File: src/rtl/sta_pkg.sv
`timescale 1ns/1ps
package sta_pkg;
   // Bits needed to index n distinct values (at least one bit).
   function automatic int sta_bits(input int n);
      return (n <= 2) ? 1 : $clog2(n);
   endfunction
endpackage

File: src/rtl/sta_ii_timer.sv
`timescale 1ns/1ps
module sta_ii_timer import sta_pkg::*; #(
   parameter int II = 2,
   localparam int TW = sta_bits(II)
)(
   input  logic clk,
   input  logic rst_n,
   input  logic fire_i,
   output logic ready_o
);
   generate
      if (II <= 1) begin : g_free_run
         assign ready_o = 1'b1;
      end else begin : g_count
         logic [TW-1:0] left_q;
         always_ff @(posedge clk) begin
            if (!rst_n)                left_q <= '0;
            else if (fire_i)           left_q <= TW'(II - 1);
            else if (left_q != '0)     left_q <= left_q - 1'b1;
         end
         assign ready_o = (left_q == '0);

         AST_II_GAP: assert property (@(posedge clk) disable iff (!rst_n)
            fire_i |=> !fire_i);
      end
   endgenerate
endmodule

File: src/rtl/sta_phase_rate.sv
`timescale 1ns/1ps
module sta_phase_rate import sta_pkg::*; #(
   parameter int NUM_PH    = 3,
   parameter int NUM_RATES = 3,
   parameter int DEF_RATE  = 0,
   localparam int PH_W   = sta_bits(NUM_PH),
   localparam int RSEL_W = sta_bits(NUM_RATES)
)(
   input  logic              clk,
   input  logic              rst_n,
   input  logic              adv_i,
   input  logic              wr_i,
   input  logic [RSEL_W-1:0] sel_i,
   output logic [PH_W-1:0]   phase_o,
   output logic [RSEL_W-1:0] rate_o
);
   localparam logic [PH_W-1:0] LAST = PH_W'(NUM_PH - 1);

   logic [RSEL_W-1:0] shadow_q;
   logic              wr_ok;
   logic              boundary;

   assign wr_ok    = wr_i && (int'(sel_i) < NUM_RATES);
   assign boundary = adv_i && (phase_o == LAST);

   always_ff @(posedge clk) begin
      if (!rst_n) begin
         phase_o  <= '0;
         rate_o   <= RSEL_W'(DEF_RATE);
         shadow_q <= RSEL_W'(DEF_RATE);
      end else begin
         if (wr_ok) shadow_q <= sel_i;
         if (adv_i) begin
            if (phase_o == LAST) phase_o <= '0;
            else                 phase_o <= phase_o + 1'b1;
         end
         if (boundary) rate_o <= wr_ok ? sel_i : shadow_q;
      end
   end

   AST_PHASE_STEP: assert property (@(posedge clk) disable iff (!rst_n)
      adv_i |=> (phase_o == PH_W'((int'($past(phase_o)) + 1) % NUM_PH)));
   AST_PHASE_HOLD: assert property (@(posedge clk) disable iff (!rst_n)
      !adv_i |=> $stable(phase_o));
   AST_RATE_AT_BOUNDARY: assert property (@(posedge clk) disable iff (!rst_n)
      !boundary |=> $stable(rate_o));
   AST_RATE_LEGAL: assert property (@(posedge clk) disable iff (!rst_n)
      int'(rate_o) < NUM_RATES);
endmodule

File: src/rtl/sta_out_track.sv
`timescale 1ns/1ps
module sta_out_track #(
   parameter int N_OUT = 2,
   parameter int CNT_W = 6,
   parameter int EXEC  = 4,
   localparam int RW   = CNT_W + 1
)(
   input  logic                   clk,
   input  logic                   rst_n,
   input  logic                   fire_i,
   input  logic [CNT_W-1:0]       cnt_i,
   input  logic [N_OUT*CNT_W-1:0] free_i,
   output logic                   room_o,
   output logic                   push_o,
   output logic [CNT_W-1:0]       push_cnt_o
);
   logic [EXEC-1:0]  st_vld;
   logic [CNT_W-1:0] st_cnt [EXEC];
   logic [N_OUT-1:0] room_v;

   // Latency line: one slot per cycle of execution time.
   always_ff @(posedge clk) begin
      if (!rst_n) st_vld <= '0;
      else begin
         st_vld[0] <= fire_i;
         for (int k = 1; k < EXEC; k++) st_vld[k] <= st_vld[k-1];
      end
   end
   always_ff @(posedge clk) begin
      st_cnt[0] <= cnt_i;
      for (int k = 1; k < EXEC; k++) st_cnt[k] <= st_cnt[k-1];
   end

   assign push_o     = st_vld[EXEC-1];
   assign push_cnt_o = st_cnt[EXEC-1];

   generate
      for (genvar o = 0; o < N_OUT; o++) begin : g_chan
         logic [RW-1:0]    owed_q;
         logic [CNT_W-1:0] free_o;
         assign free_o = free_i[o*CNT_W +: CNT_W];

         always_ff @(posedge clk) begin
            if (!rst_n) owed_q <= '0;
            else owed_q <= owed_q + (fire_i ? RW'(cnt_i) : '0)
                                  - (push_o ? RW'(push_cnt_o) : '0);
         end
         assign room_v[o] = ({1'b0, owed_q} + (RW+1)'(cnt_i)) <= (RW+1)'(free_o);

         AST_PUSH_FITS: assert property (@(posedge clk) disable iff (!rst_n)
            push_o |-> (free_o >= push_cnt_o));
         AST_OWED_COVERS: assert property (@(posedge clk) disable iff (!rst_n)
            push_o |-> (owed_q >= RW'(push_cnt_o)));
      end
   endgenerate

   assign room_o = &room_v;
endmodule

File: src/rtl/selftimed_actor_wrap.sv
`timescale 1ns/1ps
module selftimed_actor_wrap import sta_pkg::*; #(
   parameter int N_IN      = 2,
   parameter int N_OUT     = 2,
   parameter int CNT_W     = 6,
   parameter int NUM_PH    = 3,
   parameter logic [NUM_PH*CNT_W-1:0] PH_IN  = {6'd3, 6'd2, 6'd1},
   parameter logic [NUM_PH*CNT_W-1:0] PH_OUT = {6'd1, 6'd1, 6'd2},
   parameter int NUM_RATES = 3,
   parameter logic [NUM_RATES*CNT_W-1:0] RATE_SET = {6'd3, 6'd2, 6'd1},
   parameter int DEF_RATE  = 0,
   parameter int II        = 2,
   parameter int EXEC      = 4,
   localparam int PH_W   = sta_bits(NUM_PH),
   localparam int RSEL_W = sta_bits(NUM_RATES)
)(
   input  logic                   clk,
   input  logic                   rst_n,
   input  logic [N_IN*CNT_W-1:0]  in_level,
   input  logic [N_OUT*CNT_W-1:0] out_free,
   input  logic                   rate_wr,
   input  logic [RSEL_W-1:0]      rate_sel,
   output logic                   fire,
   output logic [PH_W-1:0]        cur_phase,
   output logic [RSEL_W-1:0]      cur_rate,
   output logic [N_IN-1:0]        in_pop,
   output logic [CNT_W-1:0]       in_pop_cnt,
   output logic [N_OUT-1:0]       out_push,
   output logic [CNT_W-1:0]       out_push_cnt
);
   localparam int CMAX = (1 << CNT_W) - 1;

   // Elaboration-time parameter checks.
   generate
      if (N_IN < 1 || N_OUT < 1)         begin : g_bad_ch   $error("channel counts must be positive"); end
      if (II < 1)                        begin : g_bad_ii   $error("II must be at least 1"); end
      if (EXEC < 1 || EXEC > 64)         begin : g_bad_exec $error("EXEC must be within 1..64"); end
      if (DEF_RATE >= NUM_RATES)         begin : g_bad_def  $error("DEF_RATE out of range"); end
      for (genvar p = 0; p < NUM_PH; p++) begin : g_chk_p
         for (genvar r = 0; r < NUM_RATES; r++) begin : g_chk_r
            if (int'(PH_IN[p*CNT_W +: CNT_W]) * int'(RATE_SET[r*CNT_W +: CNT_W]) > CMAX ||
                int'(PH_OUT[p*CNT_W +: CNT_W]) * int'(RATE_SET[r*CNT_W +: CNT_W]) > CMAX)
            begin : g_ovf $error("phase count times rate exceeds CNT_W"); end
         end
      end
   endgenerate

   // Lookup tables built from the packed parameters.
   logic [CNT_W-1:0] in_tab   [NUM_PH];
   logic [CNT_W-1:0] out_tab  [NUM_PH];
   logic [CNT_W-1:0] rate_tab [NUM_RATES];
   generate
      for (genvar p = 0; p < NUM_PH; p++) begin : g_ph_tab
         assign in_tab[p]  = PH_IN[p*CNT_W +: CNT_W];
         assign out_tab[p] = PH_OUT[p*CNT_W +: CNT_W];
      end
      for (genvar r = 0; r < NUM_RATES; r++) begin : g_rate_tab
         assign rate_tab[r] = RATE_SET[r*CNT_W +: CNT_W];
      end
   endgenerate

   logic [CNT_W-1:0] need_in, need_out;
   logic [N_IN-1:0]  in_ok;
   logic             room, ii_rdy, push_raw;

   assign need_in  = in_tab[cur_phase]  * rate_tab[cur_rate];
   assign need_out = out_tab[cur_phase] * rate_tab[cur_rate];

   generate
      for (genvar i = 0; i < N_IN; i++) begin : g_in
         assign in_ok[i] = in_level[i*CNT_W +: CNT_W] >= need_in;

         AST_NO_UNDERRUN: assert property (@(posedge clk) disable iff (!rst_n)
            in_pop[i] |-> (in_level[i*CNT_W +: CNT_W] >= in_pop_cnt));
      end
   endgenerate

   assign fire = rst_n && (&in_ok) && room && ii_rdy;

   sta_ii_timer #(.II(II)) u_timer (
      .clk(clk), .rst_n(rst_n), .fire_i(fire), .ready_o(ii_rdy));

   sta_phase_rate #(.NUM_PH(NUM_PH), .NUM_RATES(NUM_RATES), .DEF_RATE(DEF_RATE)) u_seq (
      .clk(clk), .rst_n(rst_n), .adv_i(fire), .wr_i(rate_wr), .sel_i(rate_sel),
      .phase_o(cur_phase), .rate_o(cur_rate));

   sta_out_track #(.N_OUT(N_OUT), .CNT_W(CNT_W), .EXEC(EXEC)) u_out (
      .clk(clk), .rst_n(rst_n), .fire_i(fire), .cnt_i(need_out), .free_i(out_free),
      .room_o(room), .push_o(push_raw), .push_cnt_o(out_push_cnt));

   assign in_pop     = {N_IN{fire}};
   assign in_pop_cnt = need_in;
   assign out_push   = {N_OUT{push_raw && rst_n}};

   AST_POP_TOGETHER: assert property (@(posedge clk) disable iff (!rst_n)
      (in_pop != '0) |-> (&in_pop));
   AST_PUSH_TOGETHER: assert property (@(posedge clk) disable iff (!rst_n)
      (out_push != '0) |-> (&out_push));
endmodule

File: config.mk
export PLATFORM = sky130hd
export DESIGN_NAME = selftimed_actor_wrap
export DESIGN_NICKNAME = d
export VERILOG_FILES = /design/src/rtl/sta_pkg.sv /design/src/rtl/sta_ii_timer.sv /design/src/rtl/sta_phase_rate.sv /design/src/rtl/sta_out_track.sv /design/src/rtl/selftimed_actor_wrap.sv
export SDC_FILE = /design/constraint.sdc
export NUM_CORES = 1
export LEC_CHECK = 0
export ABC_AREA = 1
export BUFFER_PORTS_ARGS = -buffer_cell sky130_fd_sc_hd__buf_2
export CORE_ASPECT_RATIO = 1.5
export CORE_MARGIN = 1
export CORE_UTILIZATION = 45
export CTS_CLUSTER_SIZE = 25
export DETAILED_ROUTE_END_ITERATION = 8
export GPL_ROUTABILITY_DRIVEN = 1
export HOLD_SLACK_MARGIN = 0.02
export PLACE_DENSITY = 0.66
export SLEW_MARGIN = 40
export SYNTH_ARGS = -nofsm -noshare
export SYNTH_HDL_FRONTEND = slang
export SYNTH_SLANG_ARGS = --single-unit
File: constraint.sdc
create_clock -name clk -period 14.6 [get_ports clk]
set_input_delay 0.73 -clock clk [delete_from_list [all_inputs] [get_ports clk]]
set_output_delay 0.73 -clock clk [all_outputs]
set_load 0.01 [all_outputs]
Word-level counts from Yosys, hierarchy flattened
Memories as Yosys holds them, arrays and structs flattened.
Index checks and enable logic that the tools add are counted.
Word-level totals
  input bits: 29
  bits in registers: 25
  output and inout port bits: 21
  memories: 1
  memory bits (writable): 24
  word-level logic and storage cells: 52
Memory list
  u_out.st_cnt: depth 4, width 6, rd ports 4, clocked after Yosys merged registers in 0, write ports 4, RTL line sta_out_track.sv:18  | logic [CNT_W-1:0] st_cnt [EXEC];
Operators by class
  add/subtract/negate cells: 8
  muxes and demuxes: 15
  order comparisons: 7
  reductions and logical operators: 8
  multipliers: 2
  bitwise gates (word level): 3
  equality and inequality tests: 1
Operators by type and width (number)
  6-bit 2-to-1 mux: 8
  6-bit binary-select mux with 2-bit select: 3
  7-bit by 6-bit adder with 8-bit output: 2
  8-bit by 6-bit less-or-equal comparator with 1-bit output: 2
  6-bit >= comparator: 2
  6-bit by 6-bit multiplier with 6-bit output: 2
  7-bit by 6-bit adder with 7-bit output: 1
  7-bit adder: 1
  7-bit by 6-bit subtractor with 7-bit output: 1
  7-bit subtractor: 1
  3-bit >= comparator, second input constant: 2
  1-bit logical AND: 6
  2-bit NOT with 3-bit output: 2
  2-bit 2-to-1 mux: 2
  2-bit AND reduction: 2
  2-bit by 1-bit adder with 2-bit output, second input constant: 1
  2-bit == test, second input constant: 1
  2-bit less-than comparator, second input constant: 1
  1-bit 2-to-1 mux: 2
  1-bit NOT: 1
  1-bit subtractor, second input constant: 1

Longest topological paths before layout
Gate-level depths: netlist of run 1.
  word-level depth: 13
  mapped depth: 38

Modules after synthesis
Synthesis of run 1 repeated with hierarchy kept, for this count alone.
Unflattened totals
  cell total of the unflattened synthesis: 458
  area total of the unflattened synthesis: 3422.0 µm²
Modules (own cells, without submodules)
  sta_out_track: cells an instance 343, seq. area each 840.8 µm², area an instance 2696.3 µm², times used 1
  selftimed_actor_wrap: cells an instance 72, seq. area each 0.0 µm², area an instance 436.7 µm², times used 1
  sta_phase_rate: cells an instance 39, seq. area each 120.1 µm², area an instance 257.7 µm², times used 1
  sta_ii_timer: cells an instance 4, seq. area each 20.0 µm², area an instance 31.3 µm², times used 1

Worst setup path after synthesis of run 1
OpenSTA, ideal clock, no wires.
  path kind: register -> register
  start point: register u_seq.rate_o[0]
  end point: register u_out.g_chan[1].owed_q[5]
  path slack: 9.604 ns
  period minus slack after synthesis: 4.996 ns
  stages on the path, launching flop included: 36
  required time: 14.482 ns
  arrival time: 4.878 ns
  path through: dfxtp_1 inv_1 ha_1 nor2_1 nor2_1 ha_1 xor2_1 inv_1 ha_1 or2_1 nand2_1 o22ai_1 xor2_1 ha_1 nand2_1 inv_2 nand2_1 nand2_1 nand2_1 nand2_1 nor2_2 nand2_4 inv_2 nand2_1 fa_1 inv_1 ha_1 nand2_1 nand2_1 a21oi_1 inv_1 nand2_1 inv_2 o21a_1 nor3_1 nor2_1
Between the ends
  word-level cells in the longest chain between the ends: 13
  elaborated cells between the ends (all ways): 20
  classes of those cells: 4 x add/sub; 2 x mul; 4 x order compare; 4 x mux; 1 x bitwise; 5 x reduce/logical
Ends and longest elaborated chain
  from (decl): RTL line sta_phase_rate.sv:15  | output logic [RSEL_W-1:0] rate_o
  from (signal assigned): RTL line sta_phase_rate.sv:29  | rate_o <= RSEL_W'(DEF_RATE);
  from (signal assigned): RTL line sta_phase_rate.sv:37  | if (boundary) rate_o <= wr_ok ? sel_i : shadow_q;
  2-bit NOT with 3-bit output (implied by the code) (*): RTL line selftimed_actor_wrap.sv:67  | assign need_out = out_tab[cur_phase] * rate_tab[cur_rate];
  6-bit binary-select mux with 2-bit select (*): RTL line selftimed_actor_wrap.sv:67
  6-bit 2-to-1 mux (implied by the code) (*) (2 in series): RTL line selftimed_actor_wrap.sv:67
  6-bit by 6-bit multiplier with 6-bit output (*): RTL line selftimed_actor_wrap.sv:67
  named net need_out[2]: RTL line selftimed_actor_wrap.sv:62  | logic [CNT_W-1:0] need_in, need_out;
  7-bit by 6-bit adder with 8-bit output: RTL line sta_out_track.sv:48  | assign room_v[o] = ({1'b0, owed_q} + (RW+1)'(cnt_i)) <= (RW+1)'(free_o);
  8-bit by 6-bit less-or-equal comparator with 1-bit output: RTL line sta_out_track.sv:48
  2-bit AND reduction (*): RTL line sta_out_track.sv:57  | assign room_o = &room_v;
  1-bit logical AND (*) (2 in series): RTL line selftimed_actor_wrap.sv:78  | assign fire = rst_n && (&in_ok) && room && ii_rdy;
  named net fire: RTL line selftimed_actor_wrap.sv:23  | output logic fire,
  6-bit 2-to-1 mux (*): RTL line sta_out_track.sv:45  | else owed_q <= owed_q + (fire_i ? RW'(cnt_i) : '0)
  7-bit adder (*): RTL line sta_out_track.sv:45
  7-bit subtractor (*): RTL line sta_out_track.sv:46  | - (push_o ? RW'(push_cnt_o) : '0);
  to (signal assigned): RTL line sta_out_track.sv:45
  to (decl): RTL line sta_out_track.sv:39  | logic [RW-1:0] owed_q;
Mark *: on every way through the listed nets, which the timed path passes. The rest lies on a longest branch. The select of a mux whose other input is x is not followed.
A chain may end at the register's enable or synchronous reset.

Final worst setup path of run 1
  start point: register u_seq.rate_o[1]
  end point: register u_out.g_chan[1].owed_q[6]
Between the ends
  word-level cells in the longest chain between the ends: 13
  elaborated cells between the ends (all ways): 20
  classes of those cells: 4 x add/sub; 2 x mul; 4 x order compare; 4 x mux; 1 x bitwise; 5 x reduce/logical
Ends and longest elaborated chain (RTL line)
  2-bit NOT with 3-bit output (implied by the code) (*): selftimed_actor_wrap.sv:67
  6-bit binary-select mux with 2-bit select (*): selftimed_actor_wrap.sv:67
  6-bit 2-to-1 mux (implied by the code) (*) (2 in series): selftimed_actor_wrap.sv:67
  6-bit by 6-bit multiplier with 6-bit output (*): selftimed_actor_wrap.sv:67
  named net need_out[2]: selftimed_actor_wrap.sv:62
  7-bit by 6-bit adder with 8-bit output: sta_out_track.sv:48
  8-bit by 6-bit less-or-equal comparator with 1-bit output: sta_out_track.sv:48
  2-bit AND reduction: sta_out_track.sv:57
  1-bit logical AND (2 in series): selftimed_actor_wrap.sv:78
  6-bit 2-to-1 mux (*): sta_out_track.sv:45
  7-bit adder (*): sta_out_track.sv:45
  7-bit subtractor (*): sta_out_track.sv:46
Marks and branches as above.

==> run summary, run 1 <==
Chip Width: 69.20 um
Synth Warn #: 0
share of cells above drive strength 1: 15.20%
critical setup path kind: flip-flop to flip-flop
I/O pin total: 50
number of port buffers: 45
WP data arrival: 5.97 ns
Reg2Reg Launch Point: u_seq.rate_o[1]
synth cell count leaders: 87 x inv_1, 75 x nand2_1, 56 x ha_1
HP Class: flip-flop to flip-flop
clock buffer depth: 2
setup bufs post-CTS: 0
initial antenna violation count: 0
Syn-to-layout area delta: 12.56%
CTS H-tree depth: 2
Detailed Routing Iterations Pass 1: 5
Max Fanout on Critical Path: 7
routed vias/inst: 4.819
power per cell area: 189.6 nW/um^2
Distinct cells, synth: 29
Worst Tran Pin Value: 0.5384 ns
Worst Hold Launch: u_out.st_cnt[0][0]
Power Total: 650.6 uW
post-synth top area cell: dfxtp_1
number of synthesized register bits: 40
clk_skew: 0.006470 ns
Final Setup Violations: 0
hpwl dp: 5.050 mm
vias in the first global route: 2400
ys flop type: dfxtp_1
Max VDD drop: 0.08360 mV
Synth Area in XOR/XNOR: 2.874%
Critical Path Start: u_seq.rate_o[1]
DRT iter0 DRCs: 80
Post-Route WL: 6.195 mm
via count: 2554
CP most frequent cell: ha_1
routability cong.: 0.8835
most numerous cell in the Yosys netlist: inv_1
TritonCTS Sinks: 40
CTS tree: done
GRT overflow: 0
Gate Count Post-Synth: 407
post-cts resize count: 0
unrepaired setup endpoints after global routing: false
syn_area_per_cell: 7.489 um^2
Peak Freq: 0.1740 GHz
Die Height: 102.8 um
Global Route Usage Sum: 18.43%
complex-gate fraction of the synthesized area: 6.527%
antenna cells: 0
Req. time, crit path: 14.82 ns
Post-Synth Simple-Gate Area: 19.83%
worst slack at placement: 8.912 ns
drt wl/cell: 11.69 um
max-cap viol count: 0
Cell Area, Synth: 3048 um^2
CTS Buf Count: 5
largest net degree at the start of global routing: 22
number of routed nets with antenna violations: 0
top cells by area, synth: dfxtp_1 26%, ha_1 23%, inv_1 11%, nand2_1 9.2%, fa_1 6.6%
CP startpoint kind: flip-flop
Max stage delay on crit path: 0.53 ns
number of synthesized flops with an enable pin: 0
final net count: 548
Skew-Pair Late Insertion Delay: 0.29 ns
post-cts hold buffer count: 0
crit end category: flip-flop
run status: completed
slew margin rel.: 63.83%
FILL cells: 623
Post-DP Area: 3319 um^2
static leakage: 0.001995 uW
Reg clk slew, reported paths: 0.08 ns
slowest CP cell: fa_1
core area: 6531 um^2
clock root buffer: clkbuf_8
Cells after DPL: 522
Tcrit/Tclk final: 39.37%
multiplexer share of the synthesized area: 0.6568%
floorplan row count: 36
first-pass GRT wire length: 10.34 mm
fin area: 3431 um^2
Synth Area in Adders: 29.56%
share of flip-flops with an asynchronous set or reset: 0%
Tmin final: 5.748 ns
Pins Over Slew Limit: 0
die area: 7113 um^2
DRC Markers: 0
largest family of logic cells by synthesized area: adder cells
final setup margin: 8.852 ns
register area share after synthesis: 26.27%
setup TNS: 0 ns
Synth top area share: 26.27%
Starting Density: 46.67%
Final Instance Count excl. Fillers: 530
Hold Vio Cnt, Final: 0
-- power breakdown --
part | internal [uW] | switching [uW] | total, uW
Clock | 50.6 | 41.8 | 92.5
Combinational | 160 | 240 | 400
Sequential | 139 | 19.7 | 158
-- worst max-delay path, delay by kind of cell, from the launching register on --
family,cells,cell delay (ns)
AND/OR/NAND/NOR,12,1.94
buffers and inverters,2,0.19
flip-flops,1,0.37
XOR/XNOR,2,0.37
adder cells (fa/ha/maj),6,1.95
AO/OA/AOI/OAI,7,0.87
-- routing by layer --
metal	share of wire [%]	GRT usage [%]	up-vias
met1	43	20.33	1166
met4	2.7	9.105	0
met2	52	34.50	44
met5	0	0	-
li1	-	-	1334
met3	1.9	2.737	10
-- final cells by class --
| cell class | count | area [um^2] | area share [%] |
|---|---|---|---|
| inverters | 99 | 371.6 | 10.83 |
| multi-input cells | 262 | 1827 | 53.25 |
| clock inverters | 3 | 42.54 | 1.240 |
| well taps | 76 | 95.09 | 2.772 |
| repair buffers | 45 | 225.2 | 6.565 |
| clock buffers | 5 | 68.82 | 2.006 |
| flip-flops and latches | 40 | 800.8 | 23.34 |
-- stage by stage --
| stage | hold WS, ns | util (%) |
|---|---|---|
| detailed placement | 0.3138 | 50.82 |
| CTS | 0.3352 | 52.53 |
| global placement | 0.3101 | 50.82 |
| floorplan | 0.3096 | - |
| global route | 0.3388 | 52.53 |
| finish | 0.3325 | 52.53 |
-- layout by cell type (no fill, tap or decap), drive strengths merged --
master,Yosys,layout
inv,99,99
nand2,76,76
ha,56,56
buf,7,45
nor2,43,43
dfxtp,40,40
a21oi,18,18
o21ai,13,13
nand4,11,11
fa,10,10
xor2,8,8
nand3,7,7
clkbuf,2,5
nor3,4,4
conb,1,4
xnor2,2,2
mux2i,2,2
o21a,2,2
a21boi,2,2
o211ai,1,1
nand3b,1,1
or2,1,1
o22ai,1,1
clkinvlp,0,1
clkinv,0,1
bufinv,0,1
-- flip-flops by register name, summed over array words and instances (netlist names) --
name                 count
u_out.st_cnt            16
u_out.g_chan.owed_q     14
u_out.st_vld             4
u_seq.phase_o            2
u_seq.rate_o             2
u_seq.shadow_q           2
-- final timing paths --
check | to | slack, ns | cells after the start
worst min-delay path | u_out.st_cnt[1][0] | 0.33 | 0
worst max register to register | u_out.g_chan[1].owed_q[6] | 8.85 | 29
worst max-delay path | u_out.g_chan[1].owed_q[6] | 8.85 | 29
worst min register to register | u_out.st_cnt[1][0] | 0.33 | 0
-- logic make-up after synthesis --
| group | count (synthesis) |
|---|---|
| DFF | 40 |
| muxes | 2 |
| adders and majority gates | 66 |
| and+or+nand+nor | 143 |
| other | 1 |
| AOI/OAI and AO/OA | 37 |
| xor gates and xnor gates | 10 |
| buffers and inverters | 108 |
No activity file was read; power rests on OpenSTA's default activity.
==> run 2: changes to the inputs <==
==> constraint.sdc (replaced) <==
create_clock -name clk -period 5.7 [get_ports clk]
set_input_delay 0.285 -clock clk [delete_from_list [all_inputs] [get_ports clk]]
set_output_delay 0.285 -clock clk [all_outputs]
set_load 0.01 [all_outputs]
==> run summary, run 2 (synthesized netlist as in run 1, its figures left out) <==
run status: completed
Reg clk slew, reported paths: 0.08 ns
Skew-Pair Late Insertion Delay: 0.29 ns
commonest non-fill, non-tap cells in the layout: 85 x inv_1, 75 x nand2_1, 52 x ha_1
initial antenna violation count: 0
Max Fanout on Critical Path: 7
routability cong.: 0.8821
WP data arrival: 5.54 ns
Tmin final: 5.317 ns
vias in the first global route: 2347
HP Class: input pin to flip-flop
floorplan row count: 36
share of cells above drive strength 1: 18.42%
first-pass GRT wire length: 9.915 mm
leading cell type in the layout, fill and taps excluded: inv_1
DRC Markers: 0
Max stage delay on crit path: 0.57 ns
Die Height: 102.8 um
Pins Over Slew Limit: 0
clock root buffer: clkbuf_8
Peak Freq: 0.1881 GHz
TritonCTS Sinks: 40
Req. time, crit path: 5.92 ns
CP bufs+invs: 7
die area: 7113 um^2
final net count: 550
Hold Vio Cnt, Final: 0
max-cap viol count: 0
CP startpoint kind: flip-flop
top flop regs: u_out.st_cnt (16), u_out.g_chan.owed_q (14), u_out.st_vld (4)
CTS H-tree depth: 2
Reg with most FFs: u_out.st_cnt
number of routed nets with antenna violations: 0
clock buffer depth: 2
Global Route Usage Sum: 17.47%
Tcrit/Tclk final: 93.29%
antenna cells: 0
largest net degree at the start of global routing: 22
via count: 2497
Detailed Routing Iterations Pass 1: 4
routed vias/inst: 4.694
DRT iter0 DRCs: 71
Starting Density: 46.67%
Final Setup Violations: 0
Power Total: 1703 uW
crit end category: flip-flop
static leakage: 0.001998 uW
Syn-to-layout area delta: 15.11%
hpwl dp: 5.071 mm
core area: 6531 um^2
Hold Slack: 0.3027 ns
drt wl/cell: 11.31 um
CTS tree: done
I/O pin total: 50
critical setup path kind: flip-flop to flip-flop
CTS Buf Count: 5
power per cell area: 485.5 nW/um^2
clk_skew: 0.009435 ns
delay-heaviest family, CP: adder cells
slowest CP cell: fa_1
Max VDD drop: 0.2270 mV
GRT overflow: 0
Largest register FFs: 16
number of port buffers: 45
Post-Route WL: 6.015 mm
CP most frequent cell: nand2_1
Chip Width: 69.20 um
==> run 2: cell count changes in the layout (fill, tap and decap cells not counted), moves of 2 or more <==
cell,before,now
inv_2,12,14
nor2_1,40,37
ha_2,0,2
nor2_4,1,3
ha_4,0,2
ha_1,56,52
dfxtp_1,40,38
buf_4,0,2
dfxtp_2,0,2
inv_1,87,85
==> run 2: repair_timing <==
action                     4_1_cts  5_1_grt
pin swaps                        0        2
resized for setup                1       16
setup endpoints to repair        1        8
setup buffers                    0        2
hold buffers                     0        0
==> run 2: per-layer routing <==
metal  vias up  part of all wire, %  wire (um)  track usage, %
li1       1336                    -          -               -
met1      1104                   42       2518           19.28
met2        45                   53       3160           33.68
met3        12                  2.2        131           2.151
met4         0                  3.4        204           7.221
met5         -                    0          0               0
==> run 2: final timing paths <==
| path | start | endpoint | slack [ns] | cells past startpoint |
|---|---|---|---|---|
| worst min-delay path | rate_sel[0] | u_seq.shadow_q[0] | 0.30 | 3 |
| worst max-delay path | u_seq.phase_o[0] | u_out.g_chan[1].owed_q[5] | 0.38 | 34 |
| worst min register to register | u_out.st_cnt[2][2] | u_out.st_cnt[3][2] | 0.33 | 0 |
| worst max register to register | u_seq.phase_o[0] | u_out.g_chan[1].owed_q[5] | 0.38 | 34 |
==> run 2: per-stage QoR <==
step / setup WS, ns / TNS (ns) / instances / area, um^2 / utilization, %
CTS: 0.08730 / 0 / 530 / 3432 / 52.55
global route: -0.02068 / -0.02068 / 532 / 3508 / 53.72
global placement: 0.1613 / 0 / 522 / 3319 / 50.82
detailed placement: 0.01336 / 0 / 522 / 3319 / 50.82
finish: 0.3826 / 0 / 532 / 3508 / 53.72
floorplan: 0.7039 / 0 / 410 / 3059 / -
==> run 2: power by group <==
group | leakage [uW] | switching (uW) | total, uW | internal, uW
sequential | 0.000329 | 52.5 | 409 | 357
clock | 0.0000552 | 97.9 | 228 | 130
combinational | 0.00161 | 631 | 1070 | 436
total | 0.00200 | 781 | 1700 | 922
==> run 2: worst min-delay path, cell delays in order <==
cell	delay [ns]
buf_2	0.09
mux2i_1	0.09
nor2_1	0.09
==> run 2: layout make-up <==
class,count,area (um^2)
Clock buffer,6,72.57
Inverter,99,371.6
Clock inverter,2,35.03
Fill cell,625,3023
Tap cell,76,95.09
Multi-Input combinational cell,262,1891
Timing Repair Buffer,47,240.2
Sequential cell,40,803.3
==> run 3: changes to the inputs <==
--- a/config.mk
+++ b/config.mk
@@ -14,8 +14,9 @@
 export DETAILED_ROUTE_END_ITERATION = 8
 export GPL_ROUTABILITY_DRIVEN = 1
 export HOLD_SLACK_MARGIN = 0.02
-export PLACE_DENSITY = 0.66
+export PLACE_DENSITY = 0.65
 export SLEW_MARGIN = 40
 export SYNTH_ARGS = -nofsm -noshare
 export SYNTH_HDL_FRONTEND = slang
+export SYNTH_HIERARCHICAL = 1
 export SYNTH_SLANG_ARGS = --single-unit
==> run summary, run 3 <==
Synth top area share: 28.67%
Chip Width: 73.20 um
critical setup path kind: flip-flop to flip-flop
routability cong.: 0.8557
Power Total: 1539 uW
RR Endpoint: u_out/g_chan[0].owed_q[6]
syn_area_per_cell: 7.472 um^2
number of synthesized flops with an enable pin: 0
most numerous cell in the Yosys netlist: inv_1
Synth Warn #: 6
run status: completed
Max stage delay on crit path: 0.49 ns
worst slack at placement: 0.1720 ns
M2 GR Usage: 35.71%
vias in the first global route: 2737
Cell Area, Synth: 3422 um^2
clk_skew: 0.008148 ns
Detailed Routing Iterations Pass 1: 4
DRT iter0 DRCs: 57
Gate Count Post-Synth: 458
Final Instance Count excl. Fillers: 618
HP Class: input pin to flip-flop
ys flop type: dfxtp_1
Syn-to-layout area delta: 15.61%
power per cell area: 388.9 nW/um^2
static leakage: 0.002244 uW
drt wl/cell: 10.96 um
antenna cells: 0
Distinct cells, synth: 26
Global Route Usage Sum: 18.52%
CTS H-tree depth: 2
slew margin rel.: 65.93%
share of flip-flops with an asynchronous set or reset: 0%
largest net degree at the start of global routing: 24
core area: 7274 um^2
Cells after DPL: 610
CTS Buf Count: 5
Seq pwr share: 29.0%
gr busiest metal: met2
Final Setup Violations: 0
initial antenna violation count: 0
number of synthesized register bits: 49
Tmin final: 5.199 ns
floorplan row count: 38
CP startpoint kind: flip-flop
commonest non-fill, non-tap cells in the layout: 111 x inv_1, 95 x nand2_1, 51 x ha_1
met1 Use GR: 19.63%
Comb pwr share: 54.4%
synth cell count leaders: 111 x inv_1, 95 x nand2_1, 54 x ha_1
unrepaired setup endpoints after global routing: false
clock buffer depth: 2
first-pass GRT wire length: 11.29 mm
share of cells above drive strength 1: 15.83%
register area share after synthesis: 28.67%
Post-Route WL: 6.772 mm
leading cell type in the layout, fill and taps excluded: inv_1
fin area: 3956 um^2
Req. time, crit path: 5.90 ns
top cells by area, synth: dfxtp_1 29%, ha_1 20%, inv_1 12%, nand2_1 10%, fa_1 8.2%
Starting Density: 47.04%
Critical Path Start: u_seq/rate_o[1]
CP endpoint: u_out/g_chan[0].owed_q[6]
via count: 2857
hpwl dp: 5.549 mm
post-synth top area cell: dfxtp_1
Post-DP Area: 3790 um^2
CP most frequent cell: nand2_1
clock root buffer: clkbuf_8
Pins Over Slew Limit: 0
Hold Vio Cnt, Final: 0
Max VDD drop: 0.1962 mV
die area: 7964 um^2
Worst Hold Launch: rate_wr
Die Height: 108.8 um
Reg2Reg Launch Point: u_seq/rate_o[1]
number of port buffers: 47
top flop regs: u_out/st_cnt (24), u_out/g_chan.owed_q (14), u_out/st_vld (4)
Reg clk slew, reported paths: 0.09 ns
Reg with most FFs: u_out/st_cnt
setup TNS: 0 ns
final net count: 614
Skew-Pair Late Insertion Delay: 0.30 ns
Global Route met3 Usage: 1.664%
Net Sw Frac: 42.29%
GRT overflow: 0
CTS tree: done
number of routed nets with antenna violations: 0
power share of the clock group: 16.6%
slowest CP cell: fa_1
TritonCTS Sinks: 49
Largest register FFs: 24
reg2reg setup slack: 0.50 ns
DRC Markers: 0
Int Power: 887.9 uW
Tcrit/Tclk final: 91.21%
Peak Freq: 0.1924 GHz
Worst R2R Path Depth: 36
crit end category: flip-flop
final setup margin: 0.5013 ns
routed vias/inst: 4.623
FILL cells: 717
max-cap viol count: 0
Sw Pwr: 650.6 uW
Worst Tran Pin Value: 0.5091 ns
WP data arrival: 5.40 ns
Max Fanout on Critical Path: 5
I/O pin total: 50
run 3: how the worst min path moves through the flow:
| stage | end | slack [ns] | cells past startpoint |
|---|---|---|---|
| after global routing | u_seq/shadow_q[1] | 0.31 | 4 |
| after detailed placement | u_out/st_cnt[1][3] | 0.31 | 0 |
| after global placement | u_out/st_cnt[2][4] | 0.31 | 0 |
| final | u_seq/shadow_q[1] | 0.29 | 4 |
| after CTS | u_seq/shadow_q[1] | 0.28 | 4 |
| after floorplan | u_out/st_cnt[1][0] | 0.31 | 0 |
run 3: critical path: cells and delay by family, from the launching register on:
kind                       cells  cell delay, ns
AOI/OAI and AO/OA              4            0.54
DFF                            1            0.38
buffers and inverters          4            0.19
and+or+nand+nor               21            1.76
adders and majority gates      7            2.21
run 3: layout make-up:
class	instances	area (um^2)	area share (%)
Clock buffer	7	86.33	2.182
Clock inverter	1	30.03	0.7590
Tap cell	100	125.1	3.163
Timing Repair Buffer	49	250.2	6.325
Sequential cell	49	983.4	24.86
Inverter	122	457.9	11.57
Multi-Input combinational cell	290	2023	51.14
run 3: kinds of logic after synthesis:
family / after synthesis / share of synthesized area [%]
other cells: 1 / 0.1096
fa+ha+maj: 68 / 27.93
flops: 49 / 28.67
buf+inv: 128 / 14.59
xor+xnor: 12 / 3.071
simple gates: 159 / 19.49
compound gates: 41 / 6.143
run 3: what timing repair did:
| item | 4_1_cts | 5_1_grt |
|---|---|---|
| gates resized for setup | 0 | 9 |
| setup buffers | 0 | 0 |
| hold buffers | 0 | 0 |
| endpoints found under the setup margin | 0 | 10 |
run 3: metrics by stage:
stage / util [%] / hold slack (ns)
after CTS: 53.70 / 0.2781
after global routing: 54.39 / 0.3065
final: 54.39 / 0.2941
after detailed placement: 52.10 / 0.3139
after floorplan: - / 0.3096
after global placement: 52.10 / 0.3096
run 3: layer usage:
layer	wire, um	share of wire [%]
met5	0	0
met4	201	3.0
met3	133	2.0
met2	3625	54
met1	2812	42
run 3: power by group through the flow:
stage               Combinational (uW)  Clock [uW]  Sequential [uW]
floorplan                          636           0              443
global placement                   802           0              450
detailed placement                 823           0              453
CTS                                828         261              445
global route                       967         275              453
finish                             837         255              446
